`src/rtl/lsa_pkg.sv`:
```
package lsa_pkg;
  typedef enum logic [1:0] {
    SZ_BYTE = 2'b00,
    SZ_HALF = 2'b01,
    SZ_WORD = 2'b10,
    SZ_WIDE = 2'b11
  } accSize_e;

  typedef struct packed {
    logic capture;
    logic selByte;
    logic selHalf;
    logic signFill;
  } alignStrobes_t;
endpackage

```
`src/rtl/lsa_ctrl.sv`:
```
module lsa_ctrl
  import lsa_pkg::*;
#(
  parameter int LANES = 4,
  localparam int LSB_W = $clog2(LANES)
) (
  input  logic             accValid,
  input  logic             accWrite,
  input  logic [1:0]       accSize,
  input  logic             accSigned,
  input  logic [LSB_W-1:0] accAddrLow,
  output alignStrobes_t    strobes,
  output logic [LANES-1:0] byteEnNext,
  output logic             misalignNext
);
  accSize_e sizeCode;
  logic isByte, isHalf, isWord;

  assign sizeCode = accSize_e'(accSize);
  assign isByte   = (sizeCode == SZ_BYTE);
  assign isHalf   = (sizeCode == SZ_HALF);
  assign isWord   = !isByte && !isHalf;

  assign misalignNext = accValid &&
    ((isHalf && accAddrLow[0]) || (isWord && (accAddrLow != '0)));

  always_comb begin
    byteEnNext = '0;
    if (accValid && accWrite && !misalignNext) begin
      if (isByte)      byteEnNext = LANES'(1) << accAddrLow;
      else if (isHalf) byteEnNext = LANES'(3) << accAddrLow;
      else             byteEnNext = '1;
    end
  end

  always_comb begin
    strobes.capture  = accValid;
    strobes.selByte  = isByte;
    strobes.selHalf  = isHalf;
    strobes.signFill = accSigned;
  end
endmodule

```
`src/rtl/lsa_datapath.sv`:
```
module lsa_datapath
  import lsa_pkg::*;
#(
  parameter int DATA_W = 32,
  localparam int LANES = DATA_W / 8,
  localparam int LSB_W = $clog2(LANES),
  localparam int HALVES = DATA_W / 16
) (
  input  alignStrobes_t     strobes,
  input  logic [LSB_W-1:0]  accAddrLow,
  input  logic [DATA_W-1:0] storeData,
  input  logic [DATA_W-1:0] readWord,
  output logic [DATA_W-1:0] wrDataNext,
  output logic [DATA_W-1:0] loadDataNext
);
  logic [DATA_W-1:0]   byteRep, halfRep, rotated;
  logic [2*DATA_W-1:0] doubled;

  for (genvar g = 0; g < LANES; g++) begin : g_byteRep
    assign byteRep[g*8 +: 8] = storeData[7:0];
  end
  for (genvar g = 0; g < HALVES; g++) begin : g_halfRep
    assign halfRep[g*16 +: 16] = storeData[15:0];
  end

  always_comb begin
    if (strobes.selByte)      wrDataNext = byteRep;
    else if (strobes.selHalf) wrDataNext = halfRep;
    else                      wrDataNext = storeData;
  end

  assign doubled = {readWord, readWord} >> ({accAddrLow, 3'b000});
  assign rotated = doubled[DATA_W-1:0];

  always_comb begin
    if (strobes.selByte)
      loadDataNext = {{(DATA_W-8){strobes.signFill & rotated[7]}}, rotated[7:0]};
    else if (strobes.selHalf)
      loadDataNext = {{(DATA_W-16){strobes.signFill & rotated[15]}}, rotated[15:0]};
    else
      loadDataNext = rotated;
  end
endmodule

```
`src/rtl/ls_align_unit.sv`:
```
module ls_align_unit
  import lsa_pkg::*;
#(
  parameter int DATA_W = 32,
  localparam int LANES = DATA_W / 8,
  localparam int LSB_W = $clog2(LANES)
) (
  input  logic              clk,
  input  logic              rstN,
  input  logic              accValid,
  input  logic              accWrite,
  input  logic [1:0]        accSize,
  input  logic              accSigned,
  input  logic [LSB_W-1:0]  accAddrLow,
  input  logic [DATA_W-1:0] storeData,
  input  logic [DATA_W-1:0] readWord,
  output logic [DATA_W-1:0] wrData,
  output logic [LANES-1:0]  byteEn,
  output logic [DATA_W-1:0] loadData,
  output logic              misalign
);
  alignStrobes_t     strobes;
  logic [LANES-1:0]  byteEnNext;
  logic              misalignNext;
  logic [DATA_W-1:0] wrDataNext, loadDataNext;

  lsa_ctrl #(.LANES(LANES)) i_ctrl (
    .accValid(accValid), .accWrite(accWrite), .accSize(accSize),
    .accSigned(accSigned), .accAddrLow(accAddrLow), .strobes(strobes),
    .byteEnNext(byteEnNext), .misalignNext(misalignNext)
  );

  lsa_datapath #(.DATA_W(DATA_W)) i_dp (
    .strobes(strobes), .accAddrLow(accAddrLow), .storeData(storeData),
    .readWord(readWord), .wrDataNext(wrDataNext), .loadDataNext(loadDataNext)
  );

  always_ff @(posedge clk or negedge rstN) begin
    if (!rstN) begin
      wrData   <= '0;
      loadData <= '0;
      byteEn   <= '0;
      misalign <= 1'b0;
    end else begin
      byteEn   <= byteEnNext;
      misalign <= misalignNext;
      if (strobes.capture) begin
        wrData   <= wrDataNext;
        loadData <= loadDataNext;
      end
    end
  end
endmodule

```
`config.mk`:
```
export PLATFORM = sky130hd
export DESIGN_NAME = ls_align_unit
export DESIGN_NICKNAME = d
export VERILOG_FILES = /design/src/rtl/lsa_pkg.sv /design/src/rtl/lsa_ctrl.sv /design/src/rtl/lsa_datapath.sv /design/src/rtl/ls_align_unit.sv
export SDC_FILE = /design/constraint.sdc
export NUM_CORES = 1
export LEC_CHECK = 0
export ABC_AREA = 1
export CORE_MARGIN = 2
export CORE_UTILIZATION = 43
export CTS_CLUSTER_DIAMETER = 30
export DETAILED_ROUTE_END_ITERATION = 16
export GPL_TIMING_DRIVEN = 0
export PLACE_DENSITY = 0.76
export SLEW_MARGIN = 0
export SYNTH_ARGS = -nofsm -noshare
export SYNTH_HDL_FRONTEND = slang
export SYNTH_SLANG_ARGS = --single-unit
```
`constraint.sdc`:
```
create_clock -name clk -period 1.4 [get_ports clk]
set_clock_uncertainty 0.05 [all_clocks]
set_input_delay 0.28 -clock clk [delete_from_list [all_inputs] [get_ports clk]]
set_output_delay 0.28 -clock clk [all_outputs]
set_load 0.01 [all_outputs]
```
# Word-level counts from Yosys, hierarchy flattened
# Cells that the tools add are included.
# word_totals
register_bits,69
inputBits,73
output_inout_bits,69
wordCells,29
# op_classes
eq_ne,1
shifts,3
n_mux,7
bitwise,2
n_reduce_logical,12
# op_table
operator,n
$mux W32,4
$shr A64 B5 Y32,1
$mux W4,3
$logic_and A1 B1 Y1,6
$shl A1 B2 Y4 const A,1
$shl A2 B2 Y4 const A,1
$logic_not A1 Y1,3
$and A1 B1 Y1,2
$eq A2 B1 Y1 const B,1
$logic_not A2 Y1,1
$reduce_bool A2 Y1,1
$logic_or A1 B1 Y1,1

# Logic depth before layout (Yosys ltp)
# depth
ltp_word,9
ltp_mapped,10
depth_no_buf,7

# Modules after synthesis
# Synthesis repeated with hierarchy kept, for this count alone.
# unflattened
hier_cells,585
hier_area_um2,4194.0
# modules_own_cells
mod,instances,cells_each,area_per_inst_um2,seq_area_each_um2
ls_align_unit,1,275,2571.2,1726.7
lsa_datapath,1,272,1411.4,0.0
lsa_ctrl,1,38,211.5,0.0

# Least setup slack after synthesis
# Ideal clock, no wire load.
# synth_path
path_kind,input port to flip-flop
from,input port accAddrLow[0]
to,register byteEn[2]
setup_time_ps,121
arrival_ps,1167
t_required_ps,1229
slack_ps,62
path_stages,7
path_buffers,3
path_cell_list,buf_6 > inv_6 > buf_6 > buf_12 > ha_1 > o22ai_1 > nor2_1
# synth_between
elab_chain_cells,7
word_cells_on_any_way,12
classes_between,shift (2); mux (3); reduce/logical (7)
# synth_rtl
element,line_no,text
"start, declared",ls_align_unit.sv:14,"input logic [LSB_W-1:0] accAddrLow,"
$reduce_bool A2 Y1,lsa_ctrl.sv:25,((isHalf && accAddrLow[0]) || (isWord && (accAddrLow != '0)));
$logic_and A1 B1 Y1,lsa_ctrl.sv:25,
$logic_or A1 B1 Y1,lsa_ctrl.sv:25,
$logic_and A1 B1 Y1,lsa_ctrl.sv:24,assign misalignNext = accValid &&
$logic_not A1 Y1,lsa_ctrl.sv:29,if (accValid && accWrite && !misalignNext) begin
$logic_and A1 B1 Y1,lsa_ctrl.sv:29,
$mux W4 (*),lsa_ctrl.sv:29,
named net byteEnNext[2],ls_align_unit.sv:23,logic [LANES-1:0] byteEnNext;
"end signal, assigned",ls_align_unit.sv:45,byteEn <= byteEnNext;
"end, declared",ls_align_unit.sv:18,"output logic [LANES-1:0] byteEn,"
# Mark *: on every way through the listed nets, which the timed path passes. The rest lies on a longest branch.
# A chain may end at the register's enable or synchronous reset.

# Worst setup path after layout
# layout_path
from,register loadData[14]
to,output port loadData[14]
# layout_rtl
element,line_no,text
"start, declared",ls_align_unit.sv:19,"output logic [DATA_W-1:0] loadData,"
"start signal, assigned",ls_align_unit.sv:49,loadData <= loadDataNext;
# No word-level cell between the ends.

==> run_results.csv <==
group,metric,value,unit
placement,place.gp.congestion,0.9346,
routing,vias_per_cell,5.489,
cts,ctsHoldBuffers,0,
grt,grt_overflow,0,
cells_and_area,final_core_util,65.68,%
job,maxCapViolations,0,
cells_and_area,nFillCells,792,
floorplan,die_w,98.93,um
cells_and_area,final_cell_mix,"nand2_1, nand3_1, nor2_1",
worst_setup_path,crit_start,"loadData[14]$_DFFE_PN0P_",
floorplan,io_pins,142,
synth,synth-seq-cells,69,
pwr,p_total,5.804,mW
cts,clock-sinks,69,
worst_setup_path,cpLargestDelayFamily,"flip-flops",
worst_setup_path,reg2reg_from,"loadData[14]$_DFFE_PN0P_",
timing,setup-violations-final,0,
synth,synth_area_leader_cell,"dfrtp_1",
worst_setup_path,crit_path_end,"loadData[14]",
routing,drc,0,
synth,ys_seq_area_share,44.56,%
worst_setup_path,rr_worst_depth,3,
timing,tightest_slew,0.8748,ns
floorplan,die-area,0.009787,sq mm
routing,drtIter0Drc,302,
cts,cts_root_buf,"clkbuf_8",
worst_setup_path,crit_path_top_delay_cell,"dfrtp_1",
cells_and_area,final_common_cell,"nand2_1",
floorplan,row_count,34,
worst_setup_path,critPathRequiredTime,1.07,ns
cells_and_area,drive_gt1_share,14.58,%
synth,syn_area,0.003875,sq mm
worst_setup_path,ff2ff_setup_slack,0.52,ns
floorplan,core-area,0.008721,sq mm
routing,detail_route.wl_per_cell,18.04,um
timing,drv_slew,0,
routing,drt-total-wl,14200,um
worst_setup_path,path_max_fanout,2,
outcome,status,"finished with violations",
worst_setup_path,critical_path_class,"reg2out",
routing,antenna_left,0,
cells_and_area,antennaDiodeCount,0,
synth,ys_types,26,
worst_setup_path,max_stage_delay,0.41,ns
cts,clkTransAtPathRegs,0.08,ns
cts,clockBufferDepth,2,
cells_and_area,final_net_count,751,
routing,drt_pre_antenna_iters,5,
cts,numCtsBuffers,9,
cts,cts_tree,"yes",
worst_setup_path,cp_cell_sequence,"dlygate4sd2_1",
worst_setup_path,critPathCaptureType,"output pin",
cells_and_area,areaGrowthSynthToFinish,47.82,%
timing,whs,-0.01691,ns
grt,antenna_found_initial,0,
worst_setup_path,crit_buf_inv,1,
synth,yosys-top-cells-area,"dfrtp_1, nand2_1, nand3_1",
timing,relSlewSlack,41.68,%
pwr,power_leakage,2.785,nW
synth,synth-warning-count,0,
timing,hold_viol_final,22,
grt,grt_pass1_wl,22560,um
cts,clk-insertion-delay-late,0.35,ns
worst_hold_path,hp-class,"in2async",
grt,gr-usage-all-layers,29.42,%
worst_setup_path,start_kind,"flip-flop",
timing,layout_min_cycle_time,1.386,ns
synth,avgSynthCellArea,7.554,sq um
synth,synthCells,513,
routing,via_count,4320,
outcome,violations,"negative hold slack",
worst_setup_path,r2r-end,"loadData[14]$_DFFE_PN0P_",
grt,grt_pass1_vias,4433,
worst_setup_path,crit_arrival,1.06,ns
pwr,ir_drop,0.5794,mV
floorplan,dieHeight,98.93,um
placement,dp_hpwl,10570,um
pwr,power_density,1013,mW/mm^2
floorplan,initial_utilization,44.43,%
synth,netlist.area_leader.share,44.56,%
worst_setup_path,path_depth,1,
timing,fmax,721.6,MHz
timing,finalCritPeriodShare,98.99,%
cts,htreeDepth,3,
placement,port_buffers,141,
synth,synth_nets,590,
grt,grt_max_degree,70,
through the flow:
stage / setup TNS, ns / hold slack [ns] / setup slack (ns) / instance area, sq um / cells
floorplan: 0 / -0.06559 / 0.06189 / 3875 / 513
finish: 0 / -0.01691 / 0.01413 / 5728 / 787
global placement: -190.37 / 0.4063 / -2.339 / 5421 / 762
detailed placement: -30.70 / 0.4081 / -0.7156 / 5419 / 762
CTS: 0 / 0.02195 / 0.005045 / 5635 / 783
global route: -0.01247 / 0.07072 / -0.007737 / 5728 / 787
what timing repair did:
item                                    CTS  global route
resized for setup                        86            32
buffers inserted                          5             4
pin swaps                                 1             1
endpoints found under the setup margin  119            67
hold endpoints to repair                  0             0
routing by layer:
metal  GRT usage (%)  part of all wire (%)  wire length [um]
met5               0                     0                 0
met1           37.89                    41              5775
met4           8.219                   2.4               339
met3           6.525                   8.3              1174
met2           49.90                    49              6908
synthesized netlist by cell type, drive strengths merged:
library cell    n
nand2         153
nand3         108
nor2           78
dfrtp          69
buf            27
a21oi          20
o21ai          17
a31oi          16
inv            10
clkbuf          8
ha              4
o22ai           3
registers in the layout, summed over array words and instances, names as in the netlist:
register and count:
byteEn 4, loadData 32, misalign 1, wrData 32
kinds of logic (layout without fill, tap and decap cells):
kind of cell / after synthesis / after routing / share of synthesized area (%)
simple gates: 339 / 339 / 38.39
flops: 69 / 69 / 44.56
compound gates: 56 / 56 / 8.815
buf+inv: 45 / 211 / 6.943
fa+ha+maj: 4 / 4 / 1.292
where the power goes:
part / internal (mW) / leakage (nW) / switching [mW]
Combinational: 0.706 / 1.86 / 0.853
Clock: 1.06 / 0.110 / 0.852
Sequential: 2.21 / 0.816 / 0.120
Total: 3.98 / 2.79 / 1.83
worst min-delay path by stage:
stage | start | endpoint | slack (ns) | depth (start not counted)
after floorplan | rstN | byteEn[0]$_DFF_PN0_ | -0.07 | 0
after global placement | wrData[5]$_DFFE_PN0P_ | wrData[5]$_DFFE_PN0P_ | 0.41 | 2
after detailed placement | rstN | loadData[27]$_DFFE_PN0P_ | 0.41 | 1
after CTS | rstN | loadData[27]$_DFFE_PN0P_ | 0.02 | 1
after global routing | rstN | loadData[30]$_DFFE_PN0P_ | 0.07 | 1
final | rstN | loadData[30]$_DFFE_PN0P_ | -0.02 | 1
final cells by class:
class	count	area (sq um)	area share [%]
multi-input cells	399	1927	33.64
repair buffers	150	1400	24.44
clock inverters	6	92.59	1.616
well taps	108	135.1	2.359
inverters	10	47.55	0.8301
plain buffers	35	261.5	4.565
clock buffers	10	137.6	2.403
flip-flops and latches	69	1727	30.14
Power figures use the tool's default switching activity.
